$ cat config.mk
export PLATFORM = sky130hd
export DESIGN_NAME = chan_die_unhash
export DESIGN_NICKNAME = d
export VERILOG_FILES = /design/src/rtl/unhash_pkg.sv /design/src/rtl/unhash_cnt_decode.sv /design/src/rtl/unhash_bit.sv /design/src/rtl/unhash_terms.sv /design/src/rtl/unhash_seq.sv /design/src/rtl/chan_die_unhash.sv
export SDC_FILE = /design/constraint.sdc
export NUM_CORES = 1
export LEC_CHECK = 0
export ABC_AREA = 1
export BUFFER_PORTS_ARGS = -buffer_cell sky130_fd_sc_hd__buf_2
export CAP_MARGIN = 20
export CORE_ASPECT_RATIO = 1.5
export CORE_MARGIN = 8
export CORE_UTILIZATION = 45
export DETAILED_ROUTE_END_ITERATION = 6
export PLACE_DENSITY = 0.75
export SLEW_MARGIN = 25
export SYNTH_ARGS = -nofsm -noshare
export SYNTH_HDL_FRONTEND = slang
export SYNTH_SLANG_ARGS = --single-unit
$ cat constraint.sdc
create_clock -name clk -period 1.9 [get_ports clk]
set_clock_uncertainty 0.05 [all_clocks]
set_input_delay 0.38 -clock clk [delete_from_list [all_inputs] [get_ports clk]]
set_output_delay 0.38 -clock clk [all_outputs]
set_load 0.05 [all_outputs]
$ cat src/rtl/unhash_pkg.sv
package unhash_pkg;

   // enable slot order inside the hash enable vector
   localparam int EN_W     = 5;
   localparam int EN_4K    = 0;
   localparam int EN_64K   = 1;
   localparam int EN_2M    = 2;
   localparam int EN_1G    = 3;
   localparam int EN_1T    = 4;

   // per-step term vector: one slot per enable plus a second 1T slot
   localparam int TERM_W   = 6;

   // channel step bit offsets
   localparam int CH_TGT_BASE  = 8;
   localparam int CH_TGT_JUMP  = 14;
   localparam int CH_JUMP_IDX  = 4;
   localparam int CH_4K_BASE   = 12;
   localparam int CH_4K_STEPS  = 3;
   localparam int CH_64K_BASE  = 15;
   localparam int CH_2M_BASE   = 22;
   localparam int CH_1G_BASE   = 29;
   localparam int CH_1TA_BASE  = 36;
   localparam int CH_1TB_BASE  = 43;

   // die step bit offsets
   localparam int DIE_TGT_BASE = 12;
   localparam int DIE_64K_BASE = 20;
   localparam int DIE_2M_BASE  = 27;
   localparam int DIE_1G_BASE  = 34;
   localparam int DIE_1T_BASE  = 41;

   // highest address bit any term of the largest configuration reads
   localparam int TOP_TERM_BIT = 47;

   typedef enum logic [1:0] {
      ST_IDLE = 2'd0,
      ST_RUN  = 2'd1,
      ST_DONE = 2'd2
   } seq_state_e;

   function automatic int chan_target(input int idx);
      return (idx == CH_JUMP_IDX) ? CH_TGT_JUMP : CH_TGT_BASE + idx;
   endfunction

   function automatic int die_target(input int idx);
      return DIE_TGT_BASE + idx;
   endfunction

endpackage

$ cat src/rtl/unhash_cnt_decode.sv
module unhash_cnt_decode #(
   parameter int CNT_W   = 6,
   parameter int LOG_MIN = 3,
   parameter int LOG_MAX = 5,
   localparam int LW     = (LOG_MAX < 1) ? 1 : $clog2(LOG_MAX + 1)
) (
   input  logic [CNT_W-1:0] cnt,
   output logic [LW-1:0]    lg,
   output logic             bad
);

   if (LOG_MAX >= CNT_W) begin : g_range_chk
      $error("unhash_cnt_decode: LOG_MAX does not fit in CNT_W");
   end
   if (LOG_MIN > LOG_MAX) begin : g_order_chk
      $error("unhash_cnt_decode: LOG_MIN above LOG_MAX");
   end

   always_comb begin
      bad = 1'b1;
      lg  = '0;
      for (int k = LOG_MIN; k <= LOG_MAX; k++) begin
         if (cnt == CNT_W'(1 << k)) begin
            bad = 1'b0;
            lg  = LW'(k);
         end
      end
   end

endmodule

$ cat src/rtl/unhash_bit.sv
module unhash_bit
   import unhash_pkg::*;
#(
   parameter bit HAS_4K  = 1'b1,
   parameter bit HAS_1TB = 1'b1
) (
   input  logic [TERM_W-1:0] term_v,
   input  logic [EN_W-1:0]   en,
   output logic              flip
);

   logic [TERM_W-1:0] gate_v;
   logic              unused_in;

   if (HAS_4K) begin : g_with_4k
      assign gate_v[0] = en[EN_4K];
   end else begin : g_no_4k
      assign gate_v[0] = 1'b0;
   end

   assign gate_v[1] = en[EN_64K];
   assign gate_v[2] = en[EN_2M];
   assign gate_v[3] = en[EN_1G];
   assign gate_v[4] = en[EN_1T];

   if (HAS_1TB) begin : g_with_1tb
      assign gate_v[5] = en[EN_1T];
   end else begin : g_no_1tb
      assign gate_v[5] = 1'b0;
   end

   assign flip      = ^(term_v & gate_v);
   assign unused_in = ^{term_v, en};

endmodule

$ cat src/rtl/unhash_terms.sv
module unhash_terms
   import unhash_pkg::*;
#(
   parameter int ADDR_W  = 64,
   parameter int CH_MAX  = 5,
   parameter int DIE_MAX = 2
) (
   input  logic [ADDR_W-1:0]  addr,
   input  logic [EN_W-1:0]    en,
   output logic [CH_MAX-1:0]  chan_flip,
   output logic [DIE_MAX-1:0] die_flip
);

   logic unused_addr;
   assign unused_addr = ^addr;

   for (genvar gi = 0; gi < CH_MAX; gi++) begin : g_chan
      logic [TERM_W-1:0] tv;
      if (gi < CH_4K_STEPS) begin : g_4k
         assign tv[0] = addr[CH_4K_BASE + gi];
      end else begin : g_no4k
         assign tv[0] = 1'b0;
      end
      assign tv[1] = addr[CH_64K_BASE + gi];
      assign tv[2] = addr[CH_2M_BASE  + gi];
      assign tv[3] = addr[CH_1G_BASE  + gi];
      assign tv[4] = addr[CH_1TA_BASE + gi];
      assign tv[5] = addr[CH_1TB_BASE + gi];

      unhash_bit #(
         .HAS_4K  (gi < CH_4K_STEPS),
         .HAS_1TB (1'b1)
      ) u_bit (
         .term_v (tv),
         .en     (en),
         .flip   (chan_flip[gi])
      );
   end

   for (genvar gj = 0; gj < DIE_MAX; gj++) begin : g_die
      logic [TERM_W-1:0] tv;
      assign tv[0] = 1'b0;
      assign tv[1] = addr[DIE_64K_BASE + gj];
      assign tv[2] = addr[DIE_2M_BASE  + gj];
      assign tv[3] = addr[DIE_1G_BASE  + gj];
      assign tv[4] = addr[DIE_1T_BASE  + gj];
      assign tv[5] = 1'b0;

      unhash_bit #(
         .HAS_4K  (1'b0),
         .HAS_1TB (1'b0)
      ) u_bit (
         .term_v (tv),
         .en     (en),
         .flip   (die_flip[gj])
      );
   end

endmodule

$ cat src/rtl/unhash_seq.sv
module unhash_seq
   import unhash_pkg::*;
#(
   parameter int ADDR_W  = 64,
   parameter int CH_MAX  = 5,
   parameter int DIE_MAX = 2,
   parameter int CH_LW   = 3,
   parameter int DIE_LW  = 2,
   localparam int STEP_W = $clog2(CH_MAX + DIE_MAX + 1)
) (
   input  logic               clk,
   input  logic               rst_n,
   input  logic               in_valid,
   output logic               in_ready,
   input  logic [ADDR_W-1:0]  in_addr,
   input  logic               cfg_bad,
   input  logic [CH_LW-1:0]   nchan_in,
   input  logic [DIE_LW-1:0]  ndie_in,
   input  logic [EN_W-1:0]    en_in,
   input  logic [CH_MAX-1:0]  chan_flip,
   input  logic [DIE_MAX-1:0] die_flip,
   output logic [EN_W-1:0]    en_q,
   output logic [ADDR_W-1:0]  addr_q,
   output logic               out_valid,
   output logic               out_err
);

   seq_state_e        state_q;
   logic [STEP_W-1:0] step_q;
   logic [STEP_W-1:0] nch_q;
   logic [STEP_W-1:0] ndi_q;
   logic [STEP_W-1:0] tot_q;
   logic [ADDR_W-1:0] mask;
   logic              last_step;

   assign in_ready  = (state_q == ST_IDLE);
   assign out_valid = (state_q == ST_DONE);
   assign last_step = (step_q == tot_q - STEP_W'(1));

   // one-hot correction mask for the step in progress
   always_comb begin
      mask = '0;
      for (int i = 0; i < CH_MAX; i++) begin
         if (step_q == STEP_W'(i) && STEP_W'(i) < nch_q)
            mask[chan_target(i)] = chan_flip[i];
      end
      for (int j = 0; j < DIE_MAX; j++) begin
         if (step_q == STEP_W'(j) + nch_q && STEP_W'(j) < ndi_q)
            mask[die_target(j)] = die_flip[j];
      end
   end

   always_ff @(posedge clk) begin
      if (!rst_n) begin
         state_q <= ST_IDLE;
         addr_q  <= '0;
         en_q    <= '0;
         step_q  <= '0;
         nch_q   <= '0;
         ndi_q   <= '0;
         tot_q   <= '0;
         out_err <= 1'b0;
      end else begin
         case (state_q)
            ST_IDLE: begin
               if (in_valid) begin
                  addr_q  <= in_addr;
                  en_q    <= en_in;
                  step_q  <= '0;
                  nch_q   <= STEP_W'(nchan_in);
                  ndi_q   <= STEP_W'(ndie_in);
                  tot_q   <= STEP_W'(nchan_in) + STEP_W'(ndie_in);
                  out_err <= cfg_bad;
                  state_q <= cfg_bad ? ST_DONE : ST_RUN;
               end
            end
            ST_RUN: begin
               addr_q <= addr_q ^ mask;
               step_q <= step_q + STEP_W'(1);
               if (last_step)
                  state_q <= ST_DONE;
            end
            default: state_q <= ST_IDLE;
         endcase
      end
   end


   pulse_once_chk: assert property (@(posedge clk) disable iff (!rst_n)
      out_valid |=> !out_valid);


   busy_no_accept_chk: assert property (@(posedge clk) disable iff (!rst_n)
      (in_valid && in_ready) |=> !in_ready);


   one_bit_per_step_chk: assert property (@(posedge clk) disable iff (!rst_n)
      (state_q == ST_RUN) |=> ($countones(addr_q ^ $past(addr_q)) <= 1));


   step_bound_chk: assert property (@(posedge clk) disable iff (!rst_n)
      (state_q == ST_RUN) |-> (step_q < tot_q));

endmodule

$ cat src/rtl/chan_die_unhash.sv
module chan_die_unhash
   import unhash_pkg::*;
#(
   parameter int ADDR_W      = 64,
   parameter int CH_CNT_W    = 6,
   parameter int DIE_CNT_W   = 3,
   parameter int CH_LOG_MIN  = 3,
   parameter int CH_MAX      = 5,
   parameter int DIE_MAX     = 2,
   localparam int CH_LW      = $clog2(CH_MAX + 1),
   localparam int DIE_LW     = (DIE_MAX < 1) ? 1 : $clog2(DIE_MAX + 1)
) (
   input  logic                 clk,
   input  logic                 rst_n,
   input  logic                 in_valid,
   output logic                 in_ready,
   input  logic [ADDR_W-1:0]    in_addr,
   input  logic [CH_CNT_W-1:0]  in_chan_cnt,
   input  logic [DIE_CNT_W-1:0] in_die_cnt,
   input  logic [EN_W-1:0]      in_hash_en,
   output logic                 out_valid,
   output logic [ADDR_W-1:0]    out_addr,
   output logic                 out_err
);

   if (ADDR_W <= TOP_TERM_BIT) begin : g_addr_chk
      $error("chan_die_unhash: ADDR_W too narrow for the hash terms");
   end
   if (CH_MAX > CH_JUMP_IDX + 1 || CH_MAX < 1) begin : g_ch_chk
      $error("chan_die_unhash: CH_MAX outside the defined channel steps");
   end
   if (DIE_MAX > 2 || DIE_MAX < 1) begin : g_die_chk
      $error("chan_die_unhash: DIE_MAX outside the defined die steps");
   end

   logic [CH_LW-1:0]   nchan;
   logic [DIE_LW-1:0]  ndie;
   logic               chan_bad;
   logic               die_bad;
   logic               cfg_bad;
   logic [EN_W-1:0]    en_q;
   logic [CH_MAX-1:0]  chan_flip;
   logic [DIE_MAX-1:0] die_flip;

   unhash_cnt_decode #(
      .CNT_W   (CH_CNT_W),
      .LOG_MIN (CH_LOG_MIN),
      .LOG_MAX (CH_MAX)
   ) u_chan_dec (
      .cnt (in_chan_cnt),
      .lg  (nchan),
      .bad (chan_bad)
   );

   unhash_cnt_decode #(
      .CNT_W   (DIE_CNT_W),
      .LOG_MIN (0),
      .LOG_MAX (DIE_MAX)
   ) u_die_dec (
      .cnt (in_die_cnt),
      .lg  (ndie),
      .bad (die_bad)
   );

   assign cfg_bad = chan_bad | die_bad;

   unhash_terms #(
      .ADDR_W  (ADDR_W),
      .CH_MAX  (CH_MAX),
      .DIE_MAX (DIE_MAX)
   ) u_terms (
      .addr      (out_addr),
      .en        (en_q),
      .chan_flip (chan_flip),
      .die_flip  (die_flip)
   );

   unhash_seq #(
      .ADDR_W  (ADDR_W),
      .CH_MAX  (CH_MAX),
      .DIE_MAX (DIE_MAX),
      .CH_LW   (CH_LW),
      .DIE_LW  (DIE_LW)
   ) u_seq (
      .clk       (clk),
      .rst_n     (rst_n),
      .in_valid  (in_valid),
      .in_ready  (in_ready),
      .in_addr   (in_addr),
      .cfg_bad   (cfg_bad),
      .nchan_in  (nchan),
      .ndie_in   (ndie),
      .en_in     (in_hash_en),
      .chan_flip (chan_flip),
      .die_flip  (die_flip),
      .en_q      (en_q),
      .addr_q    (out_addr),
      .out_valid (out_valid),
      .out_err   (out_err)
   );


   bad_passthru_chk: assert property (@(posedge clk) disable iff (!rst_n)
      (in_valid && in_ready && cfg_bad) |=>
         (out_valid && out_err && out_addr == $past(in_addr)));

endmodule

==> key figures <==
Run status
  • Status: finished clean

Die
  • Die ar.: 12600 um2
  • Die X: 94.4 um
  • Cell Rows: 43
  • Height of the die: 134 um
  • Core area: 9090 um2
  • Starting density of the core: 45.6%
  • Ports: 148

Logic synthesis
  • Unique masters post-synth: 32
  • Cell count after synthesis: 618
  • Mux cell area share after synthesis: 0%
  • Ys Warns: 0
  • Synth Area in XOR/XNOR: 3.38%
  • Synth Area in Compound Gates: 12.9%
  • Largest family of logic cells by synthesized area: simple AND/OR/NAND/NOR gates
  • Synthesized flop and latch total: 83
  • Synth Area in Simple Gates: 33.0%
  • Syn_nets: 708
  • Adder-cell share of the synthesized area: 2.90%
  • Mean Syn Cell Area: 6.71 um2
  • Post-Syn Area: 4150 um2
  • Sequential fraction of the synthesis area: 40.1%

Setup path
  • Setup CP Type: reg2reg
  • Crit-path cells: inv_1 > ha_1 > xor2_1 > o21ai_0 > o21ai_0 > nand3_1 > nor2_1
  • Req. time, crit path: 2.13 ns
  • Critical Path AT: 1.90 ns
  • Crit start category: flip-flop
  • Crit Path Max Fanout: 3
  • Slowest CP cell: o21ai_0
  • Worst path most repeated cell: o21ai_0
  • Slowest stage delay, CP: 0.34 ns
  • Crit. End Element: flip-flop

Pwr
  • Clock share of power: 36.8%
  • Combinational power share: 22.7%
  • Worst IR drop on VDD: 0.588 mV
  • Register share of total power: 40.5%
  • Sw Ratio: 33.2%
  • Pwr dens: 930 nW/um2
  • Leakage power: 2.67 nW
  • Internal Pwr Total: 0.00329 W
  • Net Switching: 0.00164 W

STA
  • Max-slew violations: 0
  • Setup TNS: 0 ns
  • RSZ-0062 raised after global routing: no
  • Maximum clock rate: 598 MHz
  • Fin crit share: 88.0%
  • Max_slew headroom: 63.3%
  • Worst-margin pin slew: 0.550 ns
  • Minimum clock period: 1.67 ns
  • Hold Fails Final Rpt: 0
  • Final setup slack of the worst path: 0.227 ns
  • Setup-failing EPs final: 0

Detailed routing
  • WL/cell: 13.6 um
  • WL final: 11.9 mm
  • Starting DRT DRC Count: 209
  • DR vias: 4295
  • Final ANT Viol Nets: 0
  • Routed vias/inst: 4.90
  • DRT Pass-1 Iters: 4
  • Residual DRC count: 0

Cells and area
  • Most frequent cells in the layout: nor2_1, buf_2, nand2_1
  • Layout cells sized above 1: 26.4%
  • Area growth, synth to finish: 27.8%
  • N_diodes: 0
  • Fin nets: 849
  • # fillers: 876

Global route
  • Largest net degree at the start of global routing: 58
  • Initial antenna violation count: 0
  • GRT Total Usage: 18.8%
  • First-pass GRT wire length: 19.1 mm
  • GRT overflow: 0
  • Vias in the first global route: 4207

Clocking
  • Worst-path clk slew: 0.07 ns
  • Setup repair bufs after CTS: 0
  • CTS Root Cell: clkbuf_16
  • Hold buffer count at cts: 0
  • CTS buffer count: 9
  • CTS H-tree depth: 3
  • Clk buf depth: 2
  • CTS resizes: 0
  • CTS tree: yes
  • Worst-skew pair later-pin latency: 0.34 ns
  • CTS sink cnt: 83

Placed design
  • Port Buffers: 147
  • DP HPWL: 9.29 mm
  • Post-Place Setup Slack: -0.0405 ns
  • Gpl congestion: 0.831

Run
  • Max cap viols: 0

Worst hold path
  • HP Class: in2reg
[final timing paths]
| kind | from | end | slack, ns | depth (start not counted) |
|---|---|---|---|---|
| max | u_seq.tot_q[0]$_SDFFE_PN0P_ | u_seq.state_q[1]$_SDFFE_PN0P_ | 0.23 | 7 |
| min | in_addr[55] | u_seq.addr_q[55]$_SDFFE_PN0P_ | 0.24 | 3 |
| max reg2reg | u_seq.tot_q[0]$_SDFFE_PN0P_ | u_seq.state_q[1]$_SDFFE_PN0P_ | 0.23 | 7 |
| min reg2reg | u_seq.tot_q[1]$_SDFFE_PN0P_ | u_seq.tot_q[1]$_SDFFE_PN0P_ | 0.43 | 2 |
[layer usage]
| metal | global-route usage (%) | routed length [um] | up-vias | part of all wire (%) |
|---|---|---|---|---|
| li1 | - | - | 2243 | - |
| met1 | 20.0 | 4720 | 1923 | 40 |
| met2 | 33.5 | 6230 | 108 | 52 |
| met3 | 4.79 | 711 | 21 | 6.0 |
| met4 | 8.15 | 273 | 0 | 2.3 |
| met5 | 0 | 0 | - | 0 |
[layout make-up]
cell class	instances	area (um2)	area share, %
Sequential cell	83	1660	31.4
Multi-Input combinational cell	457	2160	40.8
Tap cell	112	140	2.64
Clock buffer	12	256	4.84
Inverter	49	184	3.47
Timing Repair Buffer	159	838	15.8
Clock inverter	4	57.6	1.09
[flip-flops by register name, summed over array words and instances, names as in the netlist]
register / flops
u_seq.out_err: 1
u_seq.step_q: 3
u_seq.ndi_q: 2
u_seq.state_q: 2
u_seq.nch_q: 3
u_seq.tot_q: 3
u_seq.en_q: 5
u_seq.addr_q: 64
[critical path: cells and delay by family, from the launching register on]
| family | cells | cell delay, ns |
|---|---|---|
| AO/OA/AOI/OAI | 2 | 0.46 |
| adder cells (fa/ha/maj) | 1 | 0.30 |
| XOR/XNOR | 1 | 0.15 |
| buffers and inverters | 1 | 0.07 |
| flip-flops | 1 | 0.33 |
| AND/OR/NAND/NOR | 2 | 0.24 |
[per-stage QoR]
step                      area, um2  instances  power [W]  utilization, %  hold WS, ns
final                          5300        876    0.00493            58.3        0.243
after global routing           5300        876    0.00515            58.3        0.247
after CTS                      5300        876    0.00498            58.3        0.230
after detailed placement       4990        860    0.00316            54.8        0.409
after global placement         4990        860    0.00313            54.8        0.405
after floorplan                4150        618    0.00284               -        0.383
[logic make-up after synthesis]
logic type / Yosys count
simple gates: 331
buf+inv: 78
compound gates: 101
xor+xnor: 16
flops: 83
fa+ha+maj: 9
[synth_stat cells]
master | n | area [um2]
xnor2_1 | 9 | 78.8
xor2_1 | 7 | 61.3
nand3_2 | 1 | 10.0
nor3_1 | 5 | 25.0
buf_6 | 1 | 11.3
nor2_1 | 147 | 552
nand3_1 | 33 | 165
buf_4 | 3 | 22.5
inv_1 | 42 | 158
or2_2 | 1 | 6.26
clkbuf_1 | 16 | 60.1
o211ai_1 | 1 | 7.51
inv_2 | 6 | 22.5
a21oi_2 | 5 | 43.8
o21ai_0 | 72 | 360
nor3_2 | 3 | 30.0
o21ai_1 | 1 | 5.00
nand2b_1 | 1 | 6.26
a21oi_1 | 20 | 100
nand2_1 | 122 | 458
nand2_2 | 5 | 31.3
fa_1 | 1 | 20.0
clkinv_1 | 1 | 3.75
or3b_1 | 1 | 8.76
and3_1 | 1 | 6.26
ha_1 | 8 | 100
dfxtp_1 | 83 | 1660
or2_1 | 1 | 6.26
buf_2 | 9 | 45.0
nor2_2 | 5 | 31.3
nand4_1 | 5 | 31.3
o21ai_2 | 2 | 17.5
[power groups by stage]
stage | clock, W | combinational, W | sequential [W]
3_3_place_gp | 0 | 0.00110 | 0.00203
2_1_floorplan | 0 | 0.000432 | 0.00240
4_1_cts | 0.00186 | 0.00113 | 0.00200
6_report | 0.00182 | 0.00112 | 0.00200
3_5_place_dp | 0 | 0.00112 | 0.00204
5_1_grt | 0.00191 | 0.00122 | 0.00201
Power figures use the tool's default switching activity.
